<file path="src/rtl/tmr8_prescaled.sv">
module tmr8_prescaled #(
  parameter int         CNT_W    = 8,
  parameter int         HOLD_CYC = 2,
  parameter logic [5:0] OPT_RST  = 6'h08
) (
  input  logic             clk,
  input  logic             rst_n,
  input  logic             cyc_tick,
  input  logic             ext_pin,
  input  logic             cnt_we,
  input  logic [CNT_W-1:0] cnt_wdata,
  input  logic             opt_we,
  input  logic [7:0]       opt_wdata,
  output logic [CNT_W-1:0] cnt_q,
  output logic [7:0]       opt_q,
  output logic             ovf_pulse
);
  localparam int SEL_W  = 3;
  localparam int PRE_W  = 1 << SEL_W;
  localparam int HOLD_W = $clog2(HOLD_CYC + 1);

  logic [5:0]       opt_r;
  logic [1:0]       sync_r;
  logic             pin_d;
  logic [PRE_W-1:0] pre_r;
  logic [HOLD_W-1:0] hold_r;
  logic [CNT_W-1:0] cnt_r;
  logic             ovf_r;

  wire              src_ext = opt_r[5];
  wire              fall    = opt_r[4];
  wire              bypass  = opt_r[3];
  wire [SEL_W-1:0]  sel     = opt_r[2:0];

  wire edge_hit = fall ? (pin_d & ~sync_r[1]) : (~pin_d & sync_r[1]);
  wire raw_evt  = src_ext ? edge_hit : cyc_tick;
  wire evt      = raw_evt && (hold_r == '0);

  wire [PRE_W-1:0] pre_mask = ~({PRE_W{1'b1}} << (32'(sel) + 1));
  wire             pre_full = (pre_r & pre_mask) == pre_mask;
  wire             inc      = evt && (bypass || pre_full);
  wire             wrap     = inc && (cnt_r == '1);

  always_ff @(posedge clk) begin
    if (!rst_n) begin
      opt_r  <= OPT_RST;
      sync_r <= '0;
      pin_d  <= 1'b0;
      pre_r  <= '0;
      hold_r <= '0;
      cnt_r  <= '0;
      ovf_r  <= 1'b0;
    end else begin
      sync_r <= {sync_r[0], ext_pin};
      pin_d  <= sync_r[1];
      if (opt_we) opt_r <= opt_wdata[5:0];
      ovf_r <= wrap && !cnt_we;
      if (cnt_we) begin
        cnt_r  <= cnt_wdata;
        pre_r  <= '0;
        hold_r <= HOLD_W'(HOLD_CYC);
      end else begin
        if (inc) cnt_r <= cnt_r + 1'b1;
        if (evt && !bypass) pre_r <= pre_full ? '0 : pre_r + 1'b1;
        if (cyc_tick && hold_r != '0) hold_r <= hold_r - 1'b1;
      end
    end
  end

  assign cnt_q     = cnt_r;
  assign opt_q     = {2'b00, opt_r};
  assign ovf_pulse = ovf_r;

  AST_OVF_AT_ZERO: assert property (@(posedge clk) disable iff (!rst_n)
    ovf_pulse |-> (cnt_q == '0));
  AST_OVF_SINGLE: assert property (@(posedge clk) disable iff (!rst_n)
    ovf_pulse |=> !ovf_pulse);
  AST_STEP_BY_ONE: assert property (@(posedge clk) disable iff (!rst_n)
    !cnt_we |=> (cnt_q == $past(cnt_q) || cnt_q == $past(cnt_q) + 1'b1));
  AST_WRITE_LOADS: assert property (@(posedge clk) disable iff (!rst_n)
    cnt_we |=> (cnt_q == $past(cnt_wdata)));
  AST_HOLD_AFTER_WRITE: assert property (@(posedge clk) disable iff (!rst_n)
    (hold_r != '0 && !cnt_we) |=> $stable(cnt_q));
  AST_OPT_TOP_ZERO: assert property (@(posedge clk) disable iff (!rst_n)
    opt_q[7:6] == 2'b00);
endmodule

</file>
<file path="config.mk">
export PLATFORM = sky130hd
export DESIGN_NAME = tmr8_prescaled
export DESIGN_NICKNAME = d
export VERILOG_FILES = /design/src/rtl/tmr8_prescaled.sv
export SDC_FILE = /design/constraint.sdc
export NUM_CORES = 1
export LEC_CHECK = 0
export ABC_AREA = 1
export BUFFER_PORTS_ARGS = -buffer_cell sky130_fd_sc_hd__buf_2
export CORE_UTILIZATION = 30
export CTS_CLUSTER_SIZE = 10
export DETAILED_ROUTE_END_ITERATION = 6
export PLACE_DENSITY_LB_ADDON = 0.1
export REMOVE_ABC_BUFFERS = 1
export SLEW_MARGIN = 20
export SYNTH_ARGS = -nofsm -noshare
export SYNTH_HDL_FRONTEND = slang
export SYNTH_SLANG_ARGS = --single-unit
</file>
<file path="constraint.sdc">
create_clock -name clk -period 2.9 [get_ports clk]
set_clock_uncertainty 0.1 [all_clocks]
set_input_delay 0.145 -clock clk [delete_from_list [all_inputs] [get_ports clk]]
set_output_delay 0.145 -clock clk [all_outputs]
set_load 0.01 [all_outputs]
</file>
* After elaboration in Yosys (flattened, before gate mapping)
Cells that the tools add are included.
Storage, ports and cells: bits in registers 28, bits of input ports 22, output and inout bits 17
Operators by class: add/sub/neg operators 4, eq/ne operators 2, shifts and indexed selects 1, multiplexer cells 7, bitwise gates (word level) 7, reduce and logical (&&, ||, !) cells 14
Operator list (count):
- 8-bit 2-to-1 mux | 3
- 8-bit by 1-bit adder with 8-bit output (second input constant) | 2
- 8-bit bitwise AND | 1
- 8-bit == test | 1
- 8-bit == test (second input constant) | 1
- 8-bit inverter | 1
- 8-bit by 4-bit left shift with 8-bit output (first input constant) | 1
- 1-bit logical AND | 6
- 2-bit nonzero test | 3
- 3-bit by 1-bit adder with 4-bit output (second input constant) | 1
- 2-bit 2-to-1 mux | 2
- 1-bit inverter | 3
- 1-bit bitwise AND | 2
- 1-bit logical NOT | 2
- 2-bit logical NOT | 1
- 1-bit 2-to-1 mux | 2
- 2-bit OR reduction | 1
- 2-bit by 1-bit subtractor with 2-bit output (second input constant) | 1
- 1-bit logical OR | 1

* Longest topological paths before layout
Gate-level depths: netlist of run 1.
depth after elaboration 9, gate-level depth with buffers 11

* Worst setup path after synthesis of run 1
No wires, ideal clock.
path kind reg-to-reg, start reg opt_r[1], end reg cnt_r[0], in the netlist cnt_q[0], arrival time 1.512 ns, required time 2.734 ns, path slack 1.221 ns, stages on the path, launching flop included 11, buffers on the path 0, cells stage by stage dfxtp_1 -> ha_1 -> nand2_1 -> nand3_2 -> nor2_4 -> nand3_4 -> nand2_4 -> nand2_8 -> nand2_8 -> nand2_2 -> a21oi_2
Between the ends: cells in the longest elaborated chain, start to end 8
RTL lines:
- from (decl) | RTL line 22 | logic [5:0] opt_r;
- from (signal assigned) | RTL line 56 | if (opt_we) opt_r <= opt_wdata[5:0];
- 3-bit by 1-bit adder with 4-bit output (*) | RTL line 39 | wire [PRE_W-1:0] pre_mask = ~({PRE_W{1'b1}} << (32'(sel) + 1));
- 8-bit by 4-bit left shift with 8-bit output (*) | RTL line 39
- 8-bit inverter (*) | RTL line 39
- 8-bit bitwise AND | RTL line 40 | wire pre_full = (pre_r & pre_mask) == pre_mask;
- 8-bit == test (*) | RTL line 40
- 1-bit logical OR (*) | RTL line 41 | wire inc = evt && (bypass || pre_full);
- 1-bit logical AND (*) | RTL line 41
- 2-bit nonzero test (no source line) (*)
- to (signal assigned) | RTL line 59 | cnt_r <= cnt_wdata;
- to (signal assigned) | RTL line 63 | if (inc) cnt_r <= cnt_r + 1'b1;
- to (decl) | RTL line 27 | logic [CNT_W-1:0] cnt_r;
Every way passes the cells marked *; elsewhere a longest branch is shown, timed or not. A chain may end at the register's enable or synchronous reset.

* Worst setup path after layout of run 1
start reg opt_r[1], end reg cnt_r[1], in the netlist cnt_q[1]
The elaborated chain is that of the path after synthesis.

==> qor.tcl, run 1 <==
set qor(length_of_the_first_detailed_routing_pass_in_iterations) 4
set qor(yosys_register_bits) 28
set qor(dr.first_iter.drc_count) 45
set qor(post_cts_resize_count) 0
set qor(final_core_utilization) 0.384
set qor(fp.coreArea_mm2) 0.00517
set qor(tritoncts_clock_tree) {done}
set qor(antenna_found_initial) 0
set qor(synth_top_cell_area_share) 0.343
set qor(worst_hold_path_class) {primary input to register}
set qor(fin_crit_sh) 0.626
set qor(place.detailed.hpwl_um) 2690
set qor(cts_inserted_buffers) 3
set qor(die_h_um) 75.8
set qor(timing_hold_violations_final) 0
set qor(fmax_ghz) 0.551
set qor(final_design_area_no_fill_mm2) 0.00199
set qor(route.detailed.drc) 0
set qor(max_cap_viol_count) 0
set qor(clock_transition_time_at_the_flip_flop_clock_pins_of_the_worst_setup_and_hold_paths_ps) 100
set qor(ff_to_ff_start) {opt_r[1]$_SDFFE_PN0P_}
set qor(post-cts-setup-buffer-count) 0
set qor(rrSetupSlack_ps) 1080
set qor(layout-drive-gt1-share) 0.268
set qor(power.density_cell_area_mw_per_mm2) 446
set qor(gp_congestion) 0.810
set qor(highest_ir_drop_seen_on_vdd_mv) 0.169
set qor(grt_pass1_wl_um) 6350
set qor(floorplan.io_pins) 39
set qor(clock_path_buffers) 2
set qor(yosys.cell_types.count) 34
set qor(cts-htree-levels) 1
set qor(final_count_of_pins_violating_max_slew) 0
set qor(cts_sinks) 28
set qor(actual_transition_at_the_worst_max_transition_pin_ps) 570
set qor(routed_wl_um) 3700
set qor(placedInstanceArea_mm2) 0.00187
set qor(final-setup-viol-count) 0
set qor(via_count) 1535
set qor(post_synth_instance_area_mm2) 0.00163
set qor(rr_endpoint) {cnt_q[1]$_SDFFE_PN0P_}
set qor(routed_len_inst_um) 10.9
set qor(capture_endpoint_of_the_worst_hold_path) {opt_r[4]$_SDFFE_PN0P_}
set qor(layout-area-overhead-vs-synth_pct) 21.7
set qor(die_area_mm2) 0.00574
set qor(avgViaCountPerCell) 4.53
set qor(cts-root-buf) {sky130_fd_sc_hd__clkbuf_8}
set qor(outcome) {complete, no violations}
set qor(relative_slew_slack) 0.620
set qor(die_w_um) 75.8
set qor(crit_arrival_ps) 1930
set qor(synth.avg_cell_area_um2) 7.10
set qor(yosys.area.top_type) {sky130_fd_sc_hd__dfxtp_1}
set qor(timing.reg2reg.worst_path_depth) 10
set qor(global_route.overflow_total) 0
set qor(critPathRequiredTime_ps) 3020
set qor(setup.worst_path.class) {register to register}
set qor(crit_path_time_final_ps) 1820
set qor(synth-seq-area-share) 0.343
set qor(fin_setup_tns_ps) 0
set qor(grt_setup_unrepaired) {false}
set qor(worstSetupEndpointType) {register}
set qor(cp_max_fo) 10
set qor(grt_pass1_vias) 1408
set qor(fillerInstances) 582
set qor(place.port_buffers) 34
set qor(placementRows) 26
set qor(count_of_yosys_warnings_during_synthesis) 0
set qor(clock_latency_ps) 280
set qor(timing.hold.worst_path_depth) 3
set qor(nNetsFinal) 297
set qor(initial_core_util) 0.316
set qor(insertedDiodeCount) 0
set qor(final_antenna_net_count) 0
set qor(synth_top_cells_by_area) {sky130_fd_sc_hd__dfxtp_1 34%, sky130_fd_sc_hd__nand2_1 11%, sky130_fd_sc_hd__nand3_1 7.0%}
set qor(worstHoldStart) {opt_wdata[4]}
set qor(leakage_nw) 0.879
set qor(netlist_instances) 230
set qor(grt_start_max_net_pins) 17
set qor(start_kind) {register}
set qor(groute.usage.overall) 0.146
==> synthesized netlist by cell type, drive strengths merged <==
cell / n
buf: 4
nor4: 2
ha: 5
xor2: 2
or2: 3
clkinv: 1
a211oi: 1
nor3b: 2
conb: 1
clkbuf: 1
dfxtp: 28
nand3: 25
nor2: 20
nand3b: 1
nor3: 4
inv: 29
o21ai: 17
nand2: 61
nand4: 4
o211ai: 1
a21oi: 18
==> cell usage in the layout, fill, tap and decap left out, drive strengths merged, types with 3 or more instances in the layout <==
cell,instances
nand2,61
clkbuf,3
nor3,4
dlygate4sd3,5
dfxtp,28
inv,29
ha,5
buf,34
nand4,4
o21ai,17
nor2,20
or2,3
nand3,25
a21oi,18
==> what timing repair did <==
action,CTS,global route
hold buffers,5,0
setup endpoints to repair,0,0
hold endpoints to repair,5,0
==> through the flow <==
step                hold WS, ps  setup slack, ps  power (mW)  cells
floorplan                   138             1220       0.527    226
global placement            228             1090       0.578    330
detailed placement          232             1070       0.579    330
CTS                        5.11             1050       0.903    339
global route               31.4              927       0.945    339
finish                     7.80             1080       0.887    339
==> logic make-up (layout without fill, tap and decap cells) <==
group	Yosys count	after routing	synth area share
flip-flops	28	28	0.343
adder cells (fa/ha/maj)	5	5	0.0383
AO/OA/AOI/OAI	37	37	0.135
other	1	2	0.00230
AND/OR/NAND/NOR	122	122	0.384
XOR/XNOR	2	2	0.0107
buffers and inverters	35	73	0.0866
==> critical path, cell delays in order, from the launching register on <==
cell	delay [ps]
sky130_fd_sc_hd__dfxtp_1	460
sky130_fd_sc_hd__ha_1	290
sky130_fd_sc_hd__nand2_1	80
sky130_fd_sc_hd__nand3_2	100
sky130_fd_sc_hd__nor2_4	110
sky130_fd_sc_hd__nand3_4	130
sky130_fd_sc_hd__nand2_4	110
sky130_fd_sc_hd__nand2_8	90
sky130_fd_sc_hd__nand2_8	120
sky130_fd_sc_hd__nand2_2	70
sky130_fd_sc_hd__a21oi_2	100
==> power breakdown <==
group	internal, mW	switching (mW)
sequential	0.402	0.0192
combinational	0.0603	0.0920
clock	0.185	0.129
total	0.647	0.240
==> final cells by class <==
type	instances	area, µm²	area share
clock buffers	3	41.3	0.0208
clock inverters	1	30.0	0.0151
inverters	30	113	0.0567
multi-input cells	168	935	0.470
flip-flops and latches	28	561	0.282
well taps	70	87.6	0.0441
repair buffers	39	220	0.111
==> registers in the layout, indices dropped and copies added, names as in the netlist <==
register	flops
ovf_pulse	1
pre_r	8
hold_r	2
cnt_q	8
sync_r	2
opt_r	6
pin_d	1
==> metal layers <==
metal / share of wire / global-route usage
met4: 0.013 / 0.0597
met5: 0 / 0
met2: 0.47 / 0.242
met3: 0.024 / 0.0225
met1: 0.49 / 0.188
==> worst max-delay path by stage <==
stage | start | end | depth (start not counted)
floorplan | opt_r[1]$_SDFFE_PN0P_ | cnt_q[0]$_SDFFE_PN0P_ | 10
global placement | opt_r[1]$_SDFFE_PN0P_ | cnt_q[2]$_SDFFE_PN0P_ | 10
detailed placement | opt_r[1]$_SDFFE_PN0P_ | cnt_q[1]$_SDFFE_PN0P_ | 10
CTS | opt_r[1]$_SDFFE_PN0P_ | cnt_q[5]$_SDFFE_PN0P_ | 10
global route | opt_r[1]$_SDFFE_PN0P_ | cnt_q[1]$_SDFFE_PN0P_ | 11
finish | opt_r[1]$_SDFFE_PN0P_ | cnt_q[1]$_SDFFE_PN0P_ | 10
Note: power is estimated with default switching activity, not from simulation.
==> run 2: changes to the inputs <==
ABC_AREA = 0   (was 1)
clock period = 1.5 ns   (was 2.9 ns; I/O delays follow)
==> run 2 against run 1 <==
Net effect: the flow now finishes with violations (negative setup slack); non-clock buffer count grew 37; wire length is 3.6% higher; clock power increased by 32%; largest power group unchanged.
==> qor.tcl, run 2 <==
set qor(grt_start_max_net_pins) 20
set qor(power.density_cell_area_mw_per_mm2) 711
set qor(worst_hold_path_class) {primary input to register}
set qor(route.detailed.drc) 0
set qor(start_kind) {register}
set qor(insertedDiodeCount) 0
set qor(routed_len_inst_um) 13.3
set qor(final_count_of_pins_violating_max_slew) 0
set qor(clock_transition_time_at_the_flip_flop_clock_pins_of_the_worst_setup_and_hold_paths_ps) 90
set qor(critPathRequiredTime_ps) 1560
set qor(nNetsFinal) 265
set qor(hold_slack_ps) 13.2
set qor(fin_crit_sh) 1.25
set qor(count_of_yosys_warnings_during_synthesis) 0
set qor(via_count) 1437
set qor(cts_sinks) 28
set qor(synth_most_common_cell) {sky130_fd_sc_hd__dfxtp_1}
set qor(layout-area-overhead-vs-synth_pct) 54.0
set qor(floorplan.io_pins) 39
set qor(dr.first_iter.drc_count) 49
set qor(synth.avg_cell_area_um2) 8.90
set qor(placementRows) 24
set qor(cp_max_fo) 6
set qor(max_cap_viol_count) 0
set qor(violated_checks) {negative setup slack}
set qor(worstSetupEndpointType) {register}
set qor(die_w_um) 71.3
set qor(synth_top_cell_area_share) 0.389
set qor(critPathMaxStageDelay_ps) 390
set qor(synth-seq-area-share) 0.389
set qor(length_of_the_first_detailed_routing_pass_in_iterations) 4
set qor(setup.worst_path.class) {register to register}
set qor(cts-root-buf) {sky130_fd_sc_hd__clkbuf_8}
set qor(most_frequent_cells_after_synthesis) {28 x sky130_fd_sc_hd__dfxtp_1, 16 x sky130_fd_sc_hd__o21ai_0, 11 x sky130_fd_sc_hd__nand2_1, 8 x sky130_fd_sc_hd__a21oi_1, 8 x sky130_fd_sc_hd__nor2_1}
set qor(initial_core_util) 0.322
set qor(synth_ff_type) {sky130_fd_sc_hd__dfxtp_1}
set qor(fmax_ghz) 0.533
set qor(mostFrequentLayoutCells) {34 x sky130_fd_sc_hd__buf_2, 26 x sky130_fd_sc_hd__buf_4, 21 x sky130_fd_sc_hd__dfxtp_1}
set qor(global_route.overflow_total) 0
set qor(crit_path_time_final_ps) 1880
set qor(highest_ir_drop_seen_on_vdd_mv) 0.474
set qor(final-setup-viol-count) 17
set qor(gp_congestion) 0.932
set qor(yosys.area.top_type) {sky130_fd_sc_hd__dfxtp_1}
set qor(yosys_register_bits) 28
set qor(clock_latency_ps) 270
set qor(clock_path_buffers) 2
set qor(leakage_nw) 0.911
set qor(routed_wl_um) 3830
set qor(synth_enable_flop_cells) 0
set qor(place.detailed.hpwl_um) 2640
set qor(grt_pass1_wl_um) 6330
set qor(post_synth_instance_area_mm2) 0.00144
set qor(fin_setup_tns_ps) -4910
set qor(cts_inserted_buffers) 3
set qor(layout_commonest_cell) {sky130_fd_sc_hd__buf_2}
set qor(final_antenna_net_count) 0
set qor(grt_setup_unrepaired) {true}
set qor(worst_path_slowest_cell) {sky130_fd_sc_hd__dfxtp_4}
set qor(fillerInstances) 423
set qor(layout-drive-gt1-share) 0.445
set qor(timing_hold_violations_final) 0
set qor(cts-htree-levels) 1
set qor(rrSetupSlack_ps) -380
set qor(die_h_um) 71.3
set qor(netlist_instances) 162
set qor(finalWorstSetupSlack_ps) -378
set qor(place.port_buffers) 34
set qor(die_area_mm2) 0.00509
set qor(avgViaCountPerCell) 4.99
set qor(async_flop_share) 0
set qor(grt_pass1_vias) 1389
set qor(fp.coreArea_mm2) 0.00447
set qor(antenna_found_initial) 0
set qor(critical_path.cell_chain) {ha_4 > and2_4 > a211oi_4 > o21bai_4 > nand3_4 > buf_6 > mux2i_1 > a21oi_1}
set qor(tritoncts_clock_tree) {done}
set qor(crit_arrival_ps) 1940
set qor(outcome) {finished, violations left}
set qor(yosys.cell_types.count) 43
set qor(groute.usage.overall) 0.157
set qor(synth_top_cells_by_area) {sky130_fd_sc_hd__dfxtp_1 39%, sky130_fd_sc_hd__o21ai_0 5.6%, sky130_fd_sc_hd__mux2i_1 4.9%}
run 2: changes by cell type in the layout (fill, tap and decap cells not counted), moves of 7 or more:
cell / delta
sky130_fd_sc_hd__buf_4: +26
sky130_fd_sc_hd__nor2_1: -11
sky130_fd_sc_hd__dfxtp_1: -7
sky130_fd_sc_hd__nand2_1: -39
sky130_fd_sc_hd__inv_1: -19
sky130_fd_sc_hd__dlygate4sd3_1: +7
sky130_fd_sc_hd__nand3_1: -19
sky130_fd_sc_hd__mux2i_1: +7
sky130_fd_sc_hd__nand2_2: -8
run 2: area by class of cell:
class / count / area [µm²] / area share
Inverter: 5 / 21.3 / 0.00958
Tap cell: 52 / 65.1 / 0.0293
Sequential cell: 28 / 574 / 0.259
Timing Repair Buffer: 76 / 531 / 0.239
Clock buffer: 3 / 41.3 / 0.0186
Multi-Input combinational cell: 124 / 987 / 0.445
run 2: timing repair:
item                                    in CTS  in global routing
buffers inserted                             1                  2
endpoints found under the setup margin      17                 17
hold endpoints to repair                    12                  0
cloned                                       1                  0
gates resized for setup                     24                 22
pin swaps                                   26                 17
hold buffers                                12                  0
run 2: metal layers:
metal	routed length, µm	vias up	global-route usage
met4	59	0	0.0556
met3	110	7	0.0323
li1	-	723	-
met5	0	-	0
met2	2010	24	0.288
met1	1640	683	0.181
run 2: kinds of logic after synthesis:
kind of cell | share of synthesized area
adders and majority gates | 0.0434
muxes | 0.0486
xor gates and xnor gates | 0.0486
AOI/OAI and AO/OA | 0.188
and+or+nand+nor | 0.239
DFF | 0.389
buffers and inverters | 0.0417
other | 0.00260
run 2: power by group:
part / internal (mW) / switching, mW
combinational: 0.188 / 0.166
sequential: 0.776 / 0.0342
clock: 0.181 / 0.234
run 2: metrics by stage:
step / setup WS [ps] / instances / util / cell area (µm²) / total power, mW
floorplan: -520 / 156 / - / 1400 / 0.955
global placement: -479 / 269 / 0.412 / 1840 / 1.08
finish: -378 / 288 / 0.496 / 2220 / 1.58
detailed placement: -562 / 269 / 0.412 / 1840 / 1.09
CTS: -374 / 286 / 0.471 / 2110 / 1.56
global route: -481 / 288 / 0.496 / 2220 / 1.67
run 2: path summary, 6_finish.rpt:
kind                                       startpoint                     to  cells past startpoint
worst max register to register  opt_r[1]$_SDFFE_PN0P_  cnt_q[1]$_SDFFE_PN0P_                      8
worst max-delay path            opt_r[1]$_SDFFE_PN0P_  cnt_q[1]$_SDFFE_PN0P_                      8
worst min-delay path                     cnt_wdata[3]  cnt_q[3]$_SDFFE_PN0P_                      3
worst min register to register   sync_r[0]$_SDFF_PN0_   sync_r[1]$_SDFF_PN0_                      1
run 2: critical path, delay by kind of cell (launching register included):
family	cells	cell delay, ps
adders and majority gates	1	180
buffers and inverters	1	130
and+or+nand+nor	2	290
AOI/OAI and AO/OA	3	480
muxes	1	190
DFF	1	390
==> run 3: changes to the inputs <==
CELL_PAD_IN_SITES_DETAIL_PLACEMENT = 1   (was default)
CELL_PAD_IN_SITES_GLOBAL_PLACEMENT = 1   (was default)
==> run 3 against run 2 <==
Net effect: via count is 5.0% higher; largest power group unchanged; utilization is 3.5 points higher; total power is 15% higher; combinational power is 13% higher; worst hold slack better by 4.2 ps; clock power is 47% higher; register-to-register slack worse by 140 ps; non-clock buffer count is 8 higher; sequential share of layout area is 1.8 points lower; the flow finishes with violations (design-rule violations, negative setup slack); final cell count is 3.1% higher; sequential power hardly changed; first-iteration DRC count is 53% lower.
==> qor.tcl, run 3 (synthesis results as in run 2) <==
set qor(outcome) {finished, violations left}
set qor(violated_checks) {design-rule violations, negative setup slack}
set qor(setup.worst_path.class) {register to register}
set qor(start_kind) {register}
set qor(worst_hold_path_class) {primary input to register}
set qor(fp.coreArea_mm2) 0.00447
set qor(finalWorstSetupSlack_ps) -521
set qor(grt_setup_unrepaired) {true}
set qor(critPathRequiredTime_ps) 1610
set qor(max_cap_viol_count) 0
set qor(final_core_utilization) 0.531
set qor(clock_transition_time_at_the_flip_flop_clock_pins_of_the_worst_setup_and_hold_paths_ps) 100
set qor(clock_path_buffers) 2
set qor(clock_latency_ps) 280
set qor(final-setup-viol-count) 17
set qor(layout-drive-gt1-share) 0.486
set qor(leakage_nw) 0.989
set qor(timing.hold.worst_path_depth) 3
set qor(tritoncts_clock_tree) {done}
set qor(grt_pass1_wl_um) 7670
set qor(layout.cells.non_filler) 297
set qor(insertedDiodeCount) 0
set qor(global_route.overflow_total) 0
set qor(routed_wl_um) 4850
set qor(nNetsFinal) 273
set qor(placementRows) 24
set qor(timing_hold_violations_final) 0
set qor(layout_commonest_cell) {sky130_fd_sc_hd__buf_2}
set qor(place.detailed.hpwl_um) 3130
set qor(final_count_of_pins_violating_max_slew) 0
set qor(final_antenna_net_count) 0
set qor(floorplan.io_pins) 39
set qor(net-switching-power_mw) 0.480
set qor(power.density_cell_area_mw_per_mm2) 766
set qor(grt_start_max_net_pins) 19
set qor(p_comb_frac) 0.220
set qor(placedCellCount) 271
set qor(die_w_um) 71.3
set qor(timing.reg2reg.worst_path_depth) 7
set qor(route.detailed.drc) 2
set qor(cts-htree-levels) 1
set qor(mostFrequentLayoutCells) {34 x sky130_fd_sc_hd__buf_2, 31 x sky130_fd_sc_hd__buf_4, 23 x sky130_fd_sc_hd__dfxtp_1}
set qor(hold_slack_ps) 17.4
set qor(cts_sinks) 28
set qor(relative_contribution_of_the_clock_network_to_total_power) 0.335
set qor(power.share.switching) 0.264
set qor(power.share.sequential) 0.445
set qor(gp_congestion) 0.786
set qor(fin_crit_sh) 1.35
set qor(crit_arrival_ps) 2130
set qor(cts_inserted_buffers) 3
set qor(length_of_the_first_detailed_routing_pass_in_iterations) 6
set qor(die_h_um) 71.3
set qor(total_internal_power_mw) 1.34
set qor(initial_core_util) 0.322
set qor(die_area_mm2) 0.00509
set qor(routed_len_inst_um) 16.3
set qor(via_count) 1509
set qor(cp_max_fo) 6
set qor(layout-area-overhead-vs-synth_pct) 64.9
set qor(highest_ir_drop_seen_on_vdd_mv) 0.464
set qor(cts-root-buf) {sky130_fd_sc_hd__clkbuf_8}
set qor(groute.usage.overall) 0.193
set qor(grt_pass1_vias) 1648
set qor(antenna_found_initial) 0
set qor(worstSetupEndpointType) {register}
set qor(fmax_ghz) 0.495
set qor(avgViaCountPerCell) 5.08
set qor(crit_path_time_final_ps) 2020
set qor(dr.first_iter.drc_count) 23
set qor(place.port_buffers) 34
run 3: cell count changes in the layout (fill, tap and decap cells not counted), sizes merged:
cell | previous run | this run
dlygate4sd3 | 12 | 11
buf | 64 | 73
bufinv | 0 | 1
run 3: final cells by class:
| type | instances | area [µm²] |
|---|---|---|
| clock buffers | 3 | 41.3 |
| inverters | 5 | 23.8 |
| well taps | 52 | 65.1 |
| repair buffers | 84 | 603 |
| multi-input cells | 124 | 1040 |
| fillers | 510 | 2100 |
| clock inverters | 1 | 30.0 |
| flip-flops and latches | 28 | 572 |
run 3: power by group through the flow:
| stage | Clock (mW) | Sequential [mW] | Combinational [mW] |
|---|---|---|---|
| after global routing | 0.665 | 0.817 | 0.433 |
| after global placement | 0 | 0.820 | 0.264 |
| after CTS | 0.624 | 0.809 | 0.353 |
| after floorplan | 0 | 0.837 | 0.118 |
| final | 0.610 | 0.810 | 0.400 |
| after detailed placement | 0 | 0.824 | 0.278 |
run 3: layer usage:
layer  part of all wire  track usage  up-vias
met2               0.55        0.378       30
met5                  0            0        -
li1                   -            -      743
met4              0.017       0.0533        0
met3              0.028       0.0352        7
met1               0.40        0.209      729
run 3: worst max-delay path, stage by stage (launching register included):
cell and delay, ps:
sky130_fd_sc_hd__dfxtp_4 380, sky130_fd_sc_hd__ha_4 260, sky130_fd_sc_hd__nand2b_4 80, sky130_fd_sc_hd__o2111ai_4 150, sky130_fd_sc_hd__o21bai_4 250, sky130_fd_sc_hd__nand3_4 140
sky130_fd_sc_hd__or3_1 410, sky130_fd_sc_hd__a31oi_1 170
run 3: path summary, 6_finish.rpt:
path                                             from                    end  slack [ps]
worst min register to register   sync_r[0]$_SDFF_PN0_   sync_r[1]$_SDFF_PN0_         350
worst max-delay path            opt_r[0]$_SDFFE_PN0P_  cnt_q[4]$_SDFFE_PN0P_        -520
worst max register to register  opt_r[0]$_SDFFE_PN0P_  cnt_q[4]$_SDFFE_PN0P_        -520
worst min-delay path                     cnt_wdata[6]  cnt_q[6]$_SDFFE_PN0P_          20
run 3: through the flow:
step                      worst slack, ps  setup TNS (ps)  instance area [µm²]  total power [mW]
after floorplan                      -520           -5480                 1400             0.955
after global placement               -601           -7240                 1860              1.08
after detailed placement             -737           -9150                 1860              1.10
after CTS                            -394           -5320                 2240              1.79
after global routing                 -549           -7150                 2380              1.92
final                                -521           -5970                 2380              1.82
run 3: repair_timing:
action	CTS	global route
setup endpoints to repair	17	17
hold buffers	11	0
gates resized for setup	39	20
pin swaps	33	14
hold endpoints to repair	11	0
gates cloned	1	0
setup buffers	7	3
